==> src/rtl/btn_cond_pkg.sv <==
package btn_cond_pkg;

  typedef struct packed {
    logic rise;
    logic fall;
    logic any;
  } edge_pulses_t;

  function automatic int hold_cnt_width(input int hold);
    return (hold <= 2) ? 1 : $clog2(hold);
  endfunction

endpackage

==> src/rtl/btn_sync.sv <==
module btn_sync #(
  parameter int STAGES = 3
) (
  input  logic clk,
  input  logic rst,
  input  logic din,
  output logic dout
);
  logic [STAGES-1:0] chain_q;

  always_ff @(posedge clk) begin
    if (rst) chain_q <= '0;
    else     chain_q <= {chain_q[STAGES-2:0], din};
  end

  assign dout = chain_q[STAGES-1];

  // each stage repeats the previous one a cycle later
  for (genvar g = 1; g < STAGES; g++) begin : g_stage_chk
    a_r1_stage_shift : assert property (@(posedge clk) disable iff (rst)
      chain_q[g] == $past(chain_q[g-1]));
  end
endmodule

==> src/rtl/btn_filter.sv <==
module btn_filter #(
  parameter int HOLD_CYCLES = 4
) (
  input  logic clk,
  input  logic rst,
  input  logic din,
  output logic level
);
  import btn_cond_pkg::*;

  localparam int CW = hold_cnt_width(HOLD_CYCLES);
  localparam logic [CW-1:0] LAST = CW'(HOLD_CYCLES - 1);

  logic [CW-1:0] cnt_q;
  logic          level_q;
  logic          differ;

  assign differ = (din != level_q);

  always_ff @(posedge clk) begin
    if (rst) begin
      cnt_q   <= '0;
      level_q <= 1'b0;
    end else if (!differ) begin
      cnt_q   <= '0;
    end else if (cnt_q == LAST) begin
      level_q <= din;
      cnt_q   <= '0;
    end else begin
      cnt_q   <= cnt_q + 1'b1;
    end
  end

  assign level = level_q;

  a_r2_idle_clear : assert property (@(posedge clk) disable iff (rst)
    (din == level_q) |=> (cnt_q == '0));

  a_r2_count_step : assert property (@(posedge clk) disable iff (rst)
    (differ && cnt_q != LAST) |=> (cnt_q == $past(cnt_q) + 1'b1));

  a_r3_flip_after_run : assert property (@(posedge clk) disable iff (rst)
    (level_q != $past(level_q)) |-> ($past(cnt_q) == LAST && $past(differ)));

  a_r5_zero_on_flip : assert property (@(posedge clk) disable iff (rst)
    (level_q != $past(level_q)) |-> (cnt_q == '0));
endmodule

==> src/rtl/btn_edge.sv <==
module btn_edge (
  input  logic                       clk,
  input  logic                       rst,
  input  logic                       level,
  output btn_cond_pkg::edge_pulses_t pulses
);
  logic prev_q;

  always_ff @(posedge clk) begin
    if (rst) prev_q <= 1'b0;
    else     prev_q <= level;
  end

  always_comb begin
    pulses.rise = level & ~prev_q;
    pulses.fall = ~level & prev_q;
    pulses.any  = pulses.rise | pulses.fall;
  end

  a_r6_rise_single : assert property (@(posedge clk) disable iff (rst)
    pulses.rise |=> !pulses.rise);

  a_r6_rise_on_change : assert property (@(posedge clk) disable iff (rst)
    (level && !$past(level)) |-> pulses.rise);

  a_r7_fall_single : assert property (@(posedge clk) disable iff (rst)
    pulses.fall |=> !pulses.fall);

  a_r7_fall_on_change : assert property (@(posedge clk) disable iff (rst)
    (!level && $past(level)) |-> pulses.fall);

  a_r8_exclusive : assert property (@(posedge clk) disable iff (rst)
    $onehot0({pulses.rise, pulses.fall}));
endmodule

==> src/rtl/btn_conditioner.sv <==
module btn_conditioner #(
  parameter int SYNC_STAGES = 3,
  parameter int HOLD_CYCLES = 4
) (
  input  logic clk,
  input  logic rst,
  input  logic button_raw,
  output logic level,
  output logic rise_pulse,
  output logic fall_pulse,
  output logic edge_pulse
);
  import btn_cond_pkg::*;

  logic         synced;
  logic         level_w;
  edge_pulses_t pulses;

  btn_sync #(.STAGES(SYNC_STAGES)) u_sync (
    .clk  (clk),
    .rst  (rst),
    .din  (button_raw),
    .dout (synced)
  );

  btn_filter #(.HOLD_CYCLES(HOLD_CYCLES)) u_filter (
    .clk   (clk),
    .rst   (rst),
    .din   (synced),
    .level (level_w)
  );

  btn_edge u_edge (
    .clk    (clk),
    .rst    (rst),
    .level  (level_w),
    .pulses (pulses)
  );

  assign level      = level_w;
  assign rise_pulse = pulses.rise;
  assign fall_pulse = pulses.fall;
  assign edge_pulse = pulses.any;

  a_r9_quiet_after_reset : assert property (@(posedge clk) disable iff (rst)
    $past(rst) |-> (!edge_pulse && !level));

  a_r8_any_matches : assert property (@(posedge clk) disable iff (rst)
    edge_pulse == (rise_pulse || fall_pulse));
endmodule

==> config.mk <==
export PLATFORM = sky130hd
export DESIGN_NAME = btn_conditioner
export DESIGN_NICKNAME = d
export VERILOG_FILES = /design/src/rtl/btn_cond_pkg.sv /design/src/rtl/btn_sync.sv /design/src/rtl/btn_filter.sv /design/src/rtl/btn_edge.sv /design/src/rtl/btn_conditioner.sv
export SDC_FILE = /design/constraint.sdc
export NUM_CORES = 1
export LEC_CHECK = 0
export ABC_AREA = 1
export BUFFER_PORTS_ARGS = -buffer_cell sky130_fd_sc_hd__buf_4
export CORE_AREA = 2 2 39 41
export DETAILED_ROUTE_END_ITERATION = 8
export DIE_AREA = 0 0 41 43
export PLACE_DENSITY = 0.36
export SYNTH_ARGS = -nofsm -noshare
export SYNTH_HDL_FRONTEND = slang
export SYNTH_SLANG_ARGS = --single-unit
export TNS_END_PERCENT = 50
==> constraint.sdc <==
create_clock -name clk -period 1 [get_ports clk]
set_input_delay 0.1 -clock clk [delete_from_list [all_inputs] [get_ports clk]]
set_output_delay 0.1 -clock clk [all_outputs]
set_load 0.05 [all_outputs]
== Word-level counts from Yosys, hierarchy flattened ==
Cells that the tools add are included.

* Register bits: 7
* Bits of input ports: 3
* Word-level logic and storage cells: 15

* Add/subtract/negate cells: 1
* Equality and inequality tests: 2
* Bitwise operators: 6
* Reductions and logical operators: 2

{| class="wikitable"
|+ Operators with widths
! kind !! count
|-
| $not 1->1 || 3
|-
| $reduce_or 3->1 || 1
|-
| $add 2x1->2 const B || 1
|-
| $and 1x1->1 || 2
|-
| $eq 2x2->1 const B || 1
|-
| $reduce_and 2->1 || 1
|-
| $ne 1x1->1 || 1
|-
| $or 1x1->1 || 1
|}

== Logic depth before layout (Yosys ltp) ==
Gate-level depths: netlist of run 1.

* Depth in word-level cells: 3
* Mapped depth: 4

== Hierarchy ==
Synthesis of run 1 repeated with hierarchy kept, for this count alone.

* Cell total of the unflattened synthesis: 33
* Area, all modules: 276.5 µm²

{| class="wikitable"
|+ By module, submodules not included
! module !! instances !! cells an instance !! area an instance (µm²) !! sequential area each (µm²)
|-
| btn_filter || 1 || 17 || 131.4 || 60.1
|-
| btn_sync || 1 || 9 || 82.6 || 60.1
|-
| btn_edge || 1 || 7 || 62.6 || 20.0
|}

== Worst setup path after synthesis of run 1 ==
No wires, ideal clock.

* Path type: flip-flop to output port
* Start point: reg u_filter.level_q (netlist: u_filter.level)
* End point: out edge_pulse
* Arrival time: 1385 ps
* Required time: 900 ps
* Setup slack: -485 ps
* Cell stages (with the launch flop): 4
* Buffers on the path: 0
* Cells stage by stage: dfxtp_1 inv_2 ha_1 inv_1

* Word-level cells in the longest chain between the ends: 3

{| class="wikitable"
|+ Ends and longest elaborated chain
! what !! line !! RTL
|-
| start, declared || btn_filter.sv:15 || <nowiki>logic level_q;</nowiki>
|-
| start signal, assigned || btn_filter.sv:27 || <nowiki>level_q <= din;</nowiki>
|-
| $not 1->1 || btn_edge.sv:16 || <nowiki>pulses.fall = ~level & prev_q;</nowiki>
|-
| $and 1x1->1 || btn_edge.sv:16 ||
|-
| $or 1x1->1 * || btn_edge.sv:17 || <nowiki>pulses.any = pulses.rise | pulses.fall;</nowiki>
|-
| end, declared || btn_conditioner.sv:11 || <nowiki>output logic edge_pulse</nowiki>
|}

Every way passes the cells marked *; elsewhere a longest branch is shown, timed or not.

== Worst setup path after layout of run 1 ==
Ends and elaborated chain as after synthesis.

==> impl_metrics.py, run 1 <==
metrics = {
    "synthesis": {
        "yosys.area_share.xor_xnor_pct": 0,
        "synth-compound-area-share_pct": 0,
        "netlist_area_sq_um": 273,
        "yosysSeqAreaShare_pct": 51.4,
        "yosys-top-cells-area": "dfxtp_1, ha_1, inv_1, nor2_1, nand3_2",
        "synth_fa_ha_area_share_pct": 13.8,
        "post_synthesis_net_count": 38,
        "synthDistinctLibCells": 10,
        "synth.ff_latch_count": 7,
        "post_synth_mux_area_share_pct": 0,
        "synth_top_family_by_area": "simple AND/OR/NAND/NOR gates",
        "netlist.area_leader.share_pct": 51.4,
        "synth_simple_gate_area_share_pct": 22.5,
        "synth-warning-count": 0,
        "syn-mean-instance-area_sq_um": 8.52,
        "library_cell_with_the_largest_summed_area_after_synthesis": "dfxtp_1",
        "syn-instance-count": 32,
    },
    "worst_hold_path": {
        "hold-path-cell-count": 2,
        "worst_case_hold_path_end_point": "u_filter.level",
        "timing.hold.worst.class": "primary input to register",
        "hold_path_startpoint": "rst",
    },
    "setup_path": {
        "worst_path_largest_cell_delay_ps": 350,
        "crit_type": "register to output pin",
        "cp.arrival_ps": 1100,
        "timing.critical_path.fanout_max": 2,
        "worst_setup_path_end_kind": "output pin",
        "critPathRequiredTime_ps": 900,
        "r2r_slack_ps": 110,
        "worstReg2RegEnd": "u_filter.cnt_q[1]",
        "crit_family": "flip-flops",
        "sort_of_element_at_the_start_of_the_critical_path": "register",
        "r2r.worst_path.cells": 4,
        "critical_path_cell_sequence": "inv_4 -> ha_4 -> clkinvlp_4 -> buf_6",
        "regToRegStartpoint": "u_filter.cnt_q[0]",
        "crit_slowest_cell": "dfxtp_4",
        "timing.critical_path.buf_inv": 3,
    },
    "timing": {
        "tcrit_tclk_final_pct": 120,
        "skew_ps": 2.37,
        "slew_violations": 0,
        "tightest_slew_ps": 129,
        "finalHoldWorstSlack_ps": 66.2,
        "final-hold-violation-count": 0,
        "rsz_0062_raised_after_global_routing": "yes",
        "clock.fmax_mhz": 831,
        "timing.final.crit_period_ps": 1200,
        "setup-violations-final": 3,
        "relSlewSlack_pct": 91.3,
        "post-route-worst-setup-slack_ps": -204,
    },
    "global_routing": {
        "global_route.peak_usage_layer": "met2",
        "antenna_found_initial": 0,
        "groute.usage.overall_pct": 7.04,
        "vias_in_the_first_global_route": 237,
        "gr-usage-met1_pct": 7.77,
        "met3_usage_pct": 1.57,
        "grt_max_degree": 7,
        "global_route_wire_length_before_repair_microns": 800,
        "grt.overflow.total": 0,
        "groute.layer.met2.usage_pct": 9.69,
    },
    "placed_design": {
        "place.port_buffers": 6,
        "globalplace.congestion": 0.700,
        "place.detailed.instances": 56,
        "preCtsSetupSlack_ps": 29.1,
        "dpl-instance-area_sq_um": 375,
        "dp_hpwl_microns": 331,
    },
    "die": {
        "die_w_microns": 41,
        "initial_core_utilization_pct": 19.7,
        "die_area_sq_um": 1760,
        "fp-row-count": 14,
        "ios": 7,
        "core_sq_um": 1380,
        "die_boundary_height_microns": 43,
    },
    "cells_and_area": {
        "area_growth_pct": 60.1,
        "nets": 51,
        "nFillCells": 151,
        "final_area_sq_um": 437,
        "antenna_cells_inserted": 0,
        "post_route_cells_drive_above_1_share_pct": 43.2,
        "stdcell_count": 60,
        "most_frequent_cells_in_the_layout": "nor2_1, inv_1, dfxtp_1",
        "layout.cells.most_common": "nor2_1",
    },
    "power_and_ir_drop": {
        "power-per-cell-area_nw_per_um2": 1260,
        "vdd_ir_drop_max_mv": 0.609,
        "power_leakage_nw": 0.187,
    },
    "cts": {
        "holdBufCountCts": 0,
        "clk_transition_reported_paths_ps": 50,
        "cts_resized": 7,
        "clockRootBuffer": "clkbuf_4",
        "ctsLongestPathBuffers": 2,
        "cts.repair_timing.setup_buffer_count": 0,
        "clock_tree_from_tritoncts": "built",
        "cts_made_buffers": 3,
        "cts.sinks": 7,
        "h-tree-depth": 1,
        "clock_latency_ps": 240,
    },
    "drt": {
        "post_route_antenna_net_violation_count": 0,
        "drt-pass1-iter-count": 1,
        "initialDrtViolationCount": 0,
        "num_vias": 218,
        "avgRoutedWirePerCell_microns": 6.77,
        "detail_route.vias_per_cell": 3.63,
        "route.detailed.drc": 0,
        "wl_microns": 406,
    },
    "flow_run": {
        "maxCapViolations": 0,
    },
    "outcome": {
        "status": "finished, violations left",
        "violations": "setup timing",
    },
}
-- stage by stage --
step | util (%) | setup TNS, ps | power, W
finish | 31.6 | -359 | 0.000549
global route | 31.6 | -501 | 0.000586
CTS | 31.3 | -419 | 0.000569
floorplan | - | -133 | 0.000297
detailed placement | 27.1 | 0 | 0.000308
global placement | 27.1 | 0 | 0.000307
-- state kept, by name (all words and copies together), names as in the netlist --
signal,cells
u_sync.chain_q,3
u_filter.level,1
u_filter.cnt_q,2
u_edge.prev_q,1
-- cell families (layout without fill, tap and decap cells) --
family,Yosys count,in the layout
fa+ha+maj,3,3
buf+inv,9,21
flops,7,7
simple gates,13,13
-- final cells by class --
cell class,instances,area (sq um),share of cell area (%)
clock buffers,4,26.3,6.02
multi-input cells,16,124,28.4
well taps,16,20.0,4.58
flip-flops and latches,7,144,33.0
inverters,9,40.0,9.17
repair buffers,8,82.6,18.9
-- worst max-delay path by stage --
stage	from	end	slack, ps	cells past startpoint
5_1_grt	u_filter.level	edge_pulse	-240	4
6_report	u_filter.level	edge_pulse	-200	4
2_1_floorplan	u_filter.level	edge_pulse	-100	3
4_1_cts	u_filter.level	edge_pulse	-220	4
3_5_place_dp	u_filter.level	edge_pulse	30	4
3_3_place_gp	u_filter.level	edge_pulse	40	4
-- power by group --
group          switching [W]  leakage [nW]   total, W  internal (W)
registers         0.00000205        0.0577   0.000284      0.000282
clock network      0.0000952        0.0150   0.000247      0.000152
logic             0.00000897         0.114  0.0000178    0.00000881
total               0.000106         0.187   0.000549      0.000443
-- metal layers --
layer | routed length [microns] | vias up
met5 | 0 | -
met4 | 0 | 0
met3 | 18 | 0
met2 | 210 | 5
met1 | 177 | 97
li1 | - | 116
-- synthesized netlist by cell type --
cell	n
inv_2	1
nand2_1	1
dfxtp_1	7
ha_1	3
nor3_1	1
nor2_1	8
nand3_2	1
nand2_2	1
inv_1	8
nor2_2	1
-- worst register-to-register path, stage by stage (launching register included) --
cell,delay [ps]
dfxtp_1,310
ha_1,230
nor2_2,120
nand3_2,90
nor2_1,80
No activity file was read; power rests on OpenSTA's default activity.
==> run 2, diff against run 1 <==
--- a/config.mk
+++ b/config.mk
@@ -11,6 +11,7 @@
 export DETAILED_ROUTE_END_ITERATION = 8
 export DIE_AREA = 0 0 41 43
 export PLACE_DENSITY = 0.36
+export SETUP_SLACK_MARGIN = 0.1
 export SYNTH_ARGS = -nofsm -noshare
 export SYNTH_HDL_FRONTEND = slang
 export SYNTH_SLANG_ARGS = --single-unit
==> run 2 against run 1 <==
The flow still finishes with violations (setup timing). Utilization grew 1.4 points. Via count grew 1.4%. Critical path depth is the same. Die area is the same. Clock power is essentially flat. Wire length grew 0.74%. Flip-flop and latch count is the same. Sequential power is essentially flat. Global-route usage is the same.
==> impl_metrics.py, run 2 (same netlist as run 1, synthesis figures left out) <==
metrics = {
    "drt": {
        "drt-pass1-iter-count": 4,
        "detail_route.vias_per_cell": 3.62,
        "post_route_antenna_net_violation_count": 0,
        "wl_microns": 409,
        "initialDrtViolationCount": 1,
        "num_vias": 221,
        "route.detailed.drc": 0,
        "avgRoutedWirePerCell_microns": 6.70,
    },
    "power_and_ir_drop": {
        "post-layout-total-power_w": 0.000551,
        "vdd_ir_drop_max_mv": 0.618,
        "power-per-cell-area_nw_per_um2": 1210,
        "power_leakage_nw": 0.191,
    },
    "timing": {
        "clock.fmax_mhz": 831,
        "tcrit_tclk_final_pct": 120,
        "tightest_slew_ps": 127,
        "relSlewSlack_pct": 91.4,
        "slew_violations": 0,
        "final-hold-violation-count": 0,
        "skew_ps": 0.687,
        "setup-violations-final": 3,
        "timing.final.crit_period_ps": 1200,
        "post-route-worst-setup-slack_ps": -203,
        "rsz_0062_raised_after_global_routing": "yes",
        "setup_tns_ps": -360,
    },
    "global_routing": {
        "grt_max_degree": 7,
        "global_route_wire_length_before_repair_microns": 800,
        "vias_in_the_first_global_route": 237,
        "grt.overflow.total": 0,
        "groute.usage.overall_pct": 7.04,
        "antenna_found_initial": 0,
    },
    "setup_path": {
        "cp.arrival_ps": 1100,
        "timing.critical_path.buf_inv": 3,
        "worst_setup_path_end_kind": "output pin",
        "sort_of_element_at_the_start_of_the_critical_path": "register",
        "worst_path_largest_cell_delay_ps": 350,
        "critical_path_depth": 4,
        "critPathRequiredTime_ps": 900,
        "crit_family": "flip-flops",
        "crit_path_start": "u_filter.level",
        "worstReg2RegEnd": "u_filter.cnt_q[1]",
        "critical_path_cell_sequence": "inv_4 -> ha_4 -> clkinvlp_4 -> buf_6",
        "crit_slowest_cell": "dfxtp_4",
        "crit_type": "register to output pin",
        "r2r_slack_ps": 120,
        "worstSetupEndpoint": "edge_pulse",
        "timing.critical_path.fanout_max": 2,
        "r2r.worst_path.cells": 6,
        "regToRegStartpoint": "u_filter.level",
    },
    "cells_and_area": {
        "area_growth_pct": 67.0,
        "post_route_cells_drive_above_1_share_pct": 48.9,
        "largest_register_ff_count": 3,
        "most_frequent_cells_in_the_layout": "nor2_1, inv_1, dfxtp_1",
        "stdcell_count": 61,
        "antenna_cells_inserted": 0,
        "layout.cells.most_common": "nor2_1",
        "largest-register": "u_sync.chain_q",
        "postLayoutCoreUtil_pct": 32.9,
        "biggestRegsByFlops": "u_sync.chain_q x3, u_filter.cnt_q x2",
        "nets": 52,
    },
    "placed_design": {
        "place.port_buffers": 6,
        "globalplace.congestion": 0.700,
        "dp_hpwl_microns": 331,
        "place.detailed.instances": 56,
        "preCtsSetupSlack_ps": 29.1,
    },
    "die": {
        "die_area_sq_um": 1760,
        "fp-row-count": 14,
        "die_boundary_height_microns": 43,
        "initial_core_utilization_pct": 19.7,
        "ios": 7,
        "core_sq_um": 1380,
        "die_w_microns": 41,
    },
    "cts": {
        "cts.sinks": 7,
        "clock_tree_from_tritoncts": "built",
        "cts_made_buffers": 3,
        "holdBufCountCts": 0,
        "clockRootBuffer": "clkbuf_4",
        "clock_latency_ps": 240,
        "clk_transition_reported_paths_ps": 50,
        "h-tree-depth": 1,
        "ctsLongestPathBuffers": 2,
    },
    "worst_hold_path": {
        "hold_path_startpoint": "rst",
        "timing.hold.worst.class": "primary input to register",
    },
    "outcome": {
        "status": "finished, violations left",
        "violations": "setup timing",
    },
    "flow_run": {
        "maxCapViolations": 0,
    },
}
run 2: power breakdown:
part | internal [W] | switching, W | total [W]
Combinational | 0.00000886 | 0.00000877 | 0.0000176
Sequential | 0.000282 | 0.00000207 | 0.000284
Clock | 0.000152 | 0.0000973 | 0.000249
Total | 0.000443 | 0.000108 | 0.000551
run 2: per-stage QoR:
stage / hold slack [ps] / area (sq um)
detailed placement: 318 / 375
global route: 67.1 / 455
global placement: 310 / 375
floorplan: 169 / 295
finish: 61.6 / 455
CTS: 52.7 / 450
run 2: final cells by class:
class | instances | area (sq um)
Fill cell | 148 | 928
Sequential cell | 7 | 145
Multi-Input combinational cell | 16 | 126
Timing Repair Buffer | 9 | 97.6
Inverter | 9 | 40.0
Clock buffer | 4 | 26.3
Tap cell | 16 | 20.0
run 2: repair_timing:
action	in CTS	in global routing
buffers inserted	1	0
pin swaps	1	3
endpoints found under the hold margin	0	0
cloned	0	0
resized for setup	10	2
setup endpoints to repair	6	7
run 2: metal layers:
metal  track usage, %  vias to the layer above  wire length (microns)
met2             9.69                        5                    210
met4             8.00                        0                      0
met5                0                        -                      0
met1             7.77                       98                    175
met3             1.57                        0                     22
li1                 -                      118                      -
run 2: how the worst min path moves through the flow:
stage               slack, ps                end  depth (start not counted)
finish                     60  u_sync.chain_q[2]                          2
detailed placement        320  u_sync.chain_q[2]                          2
global route               70     u_filter.level                          2
CTS                        50     u_filter.level                          2
global placement          310  u_sync.chain_q[0]                          3
floorplan                 170     u_filter.level                          1
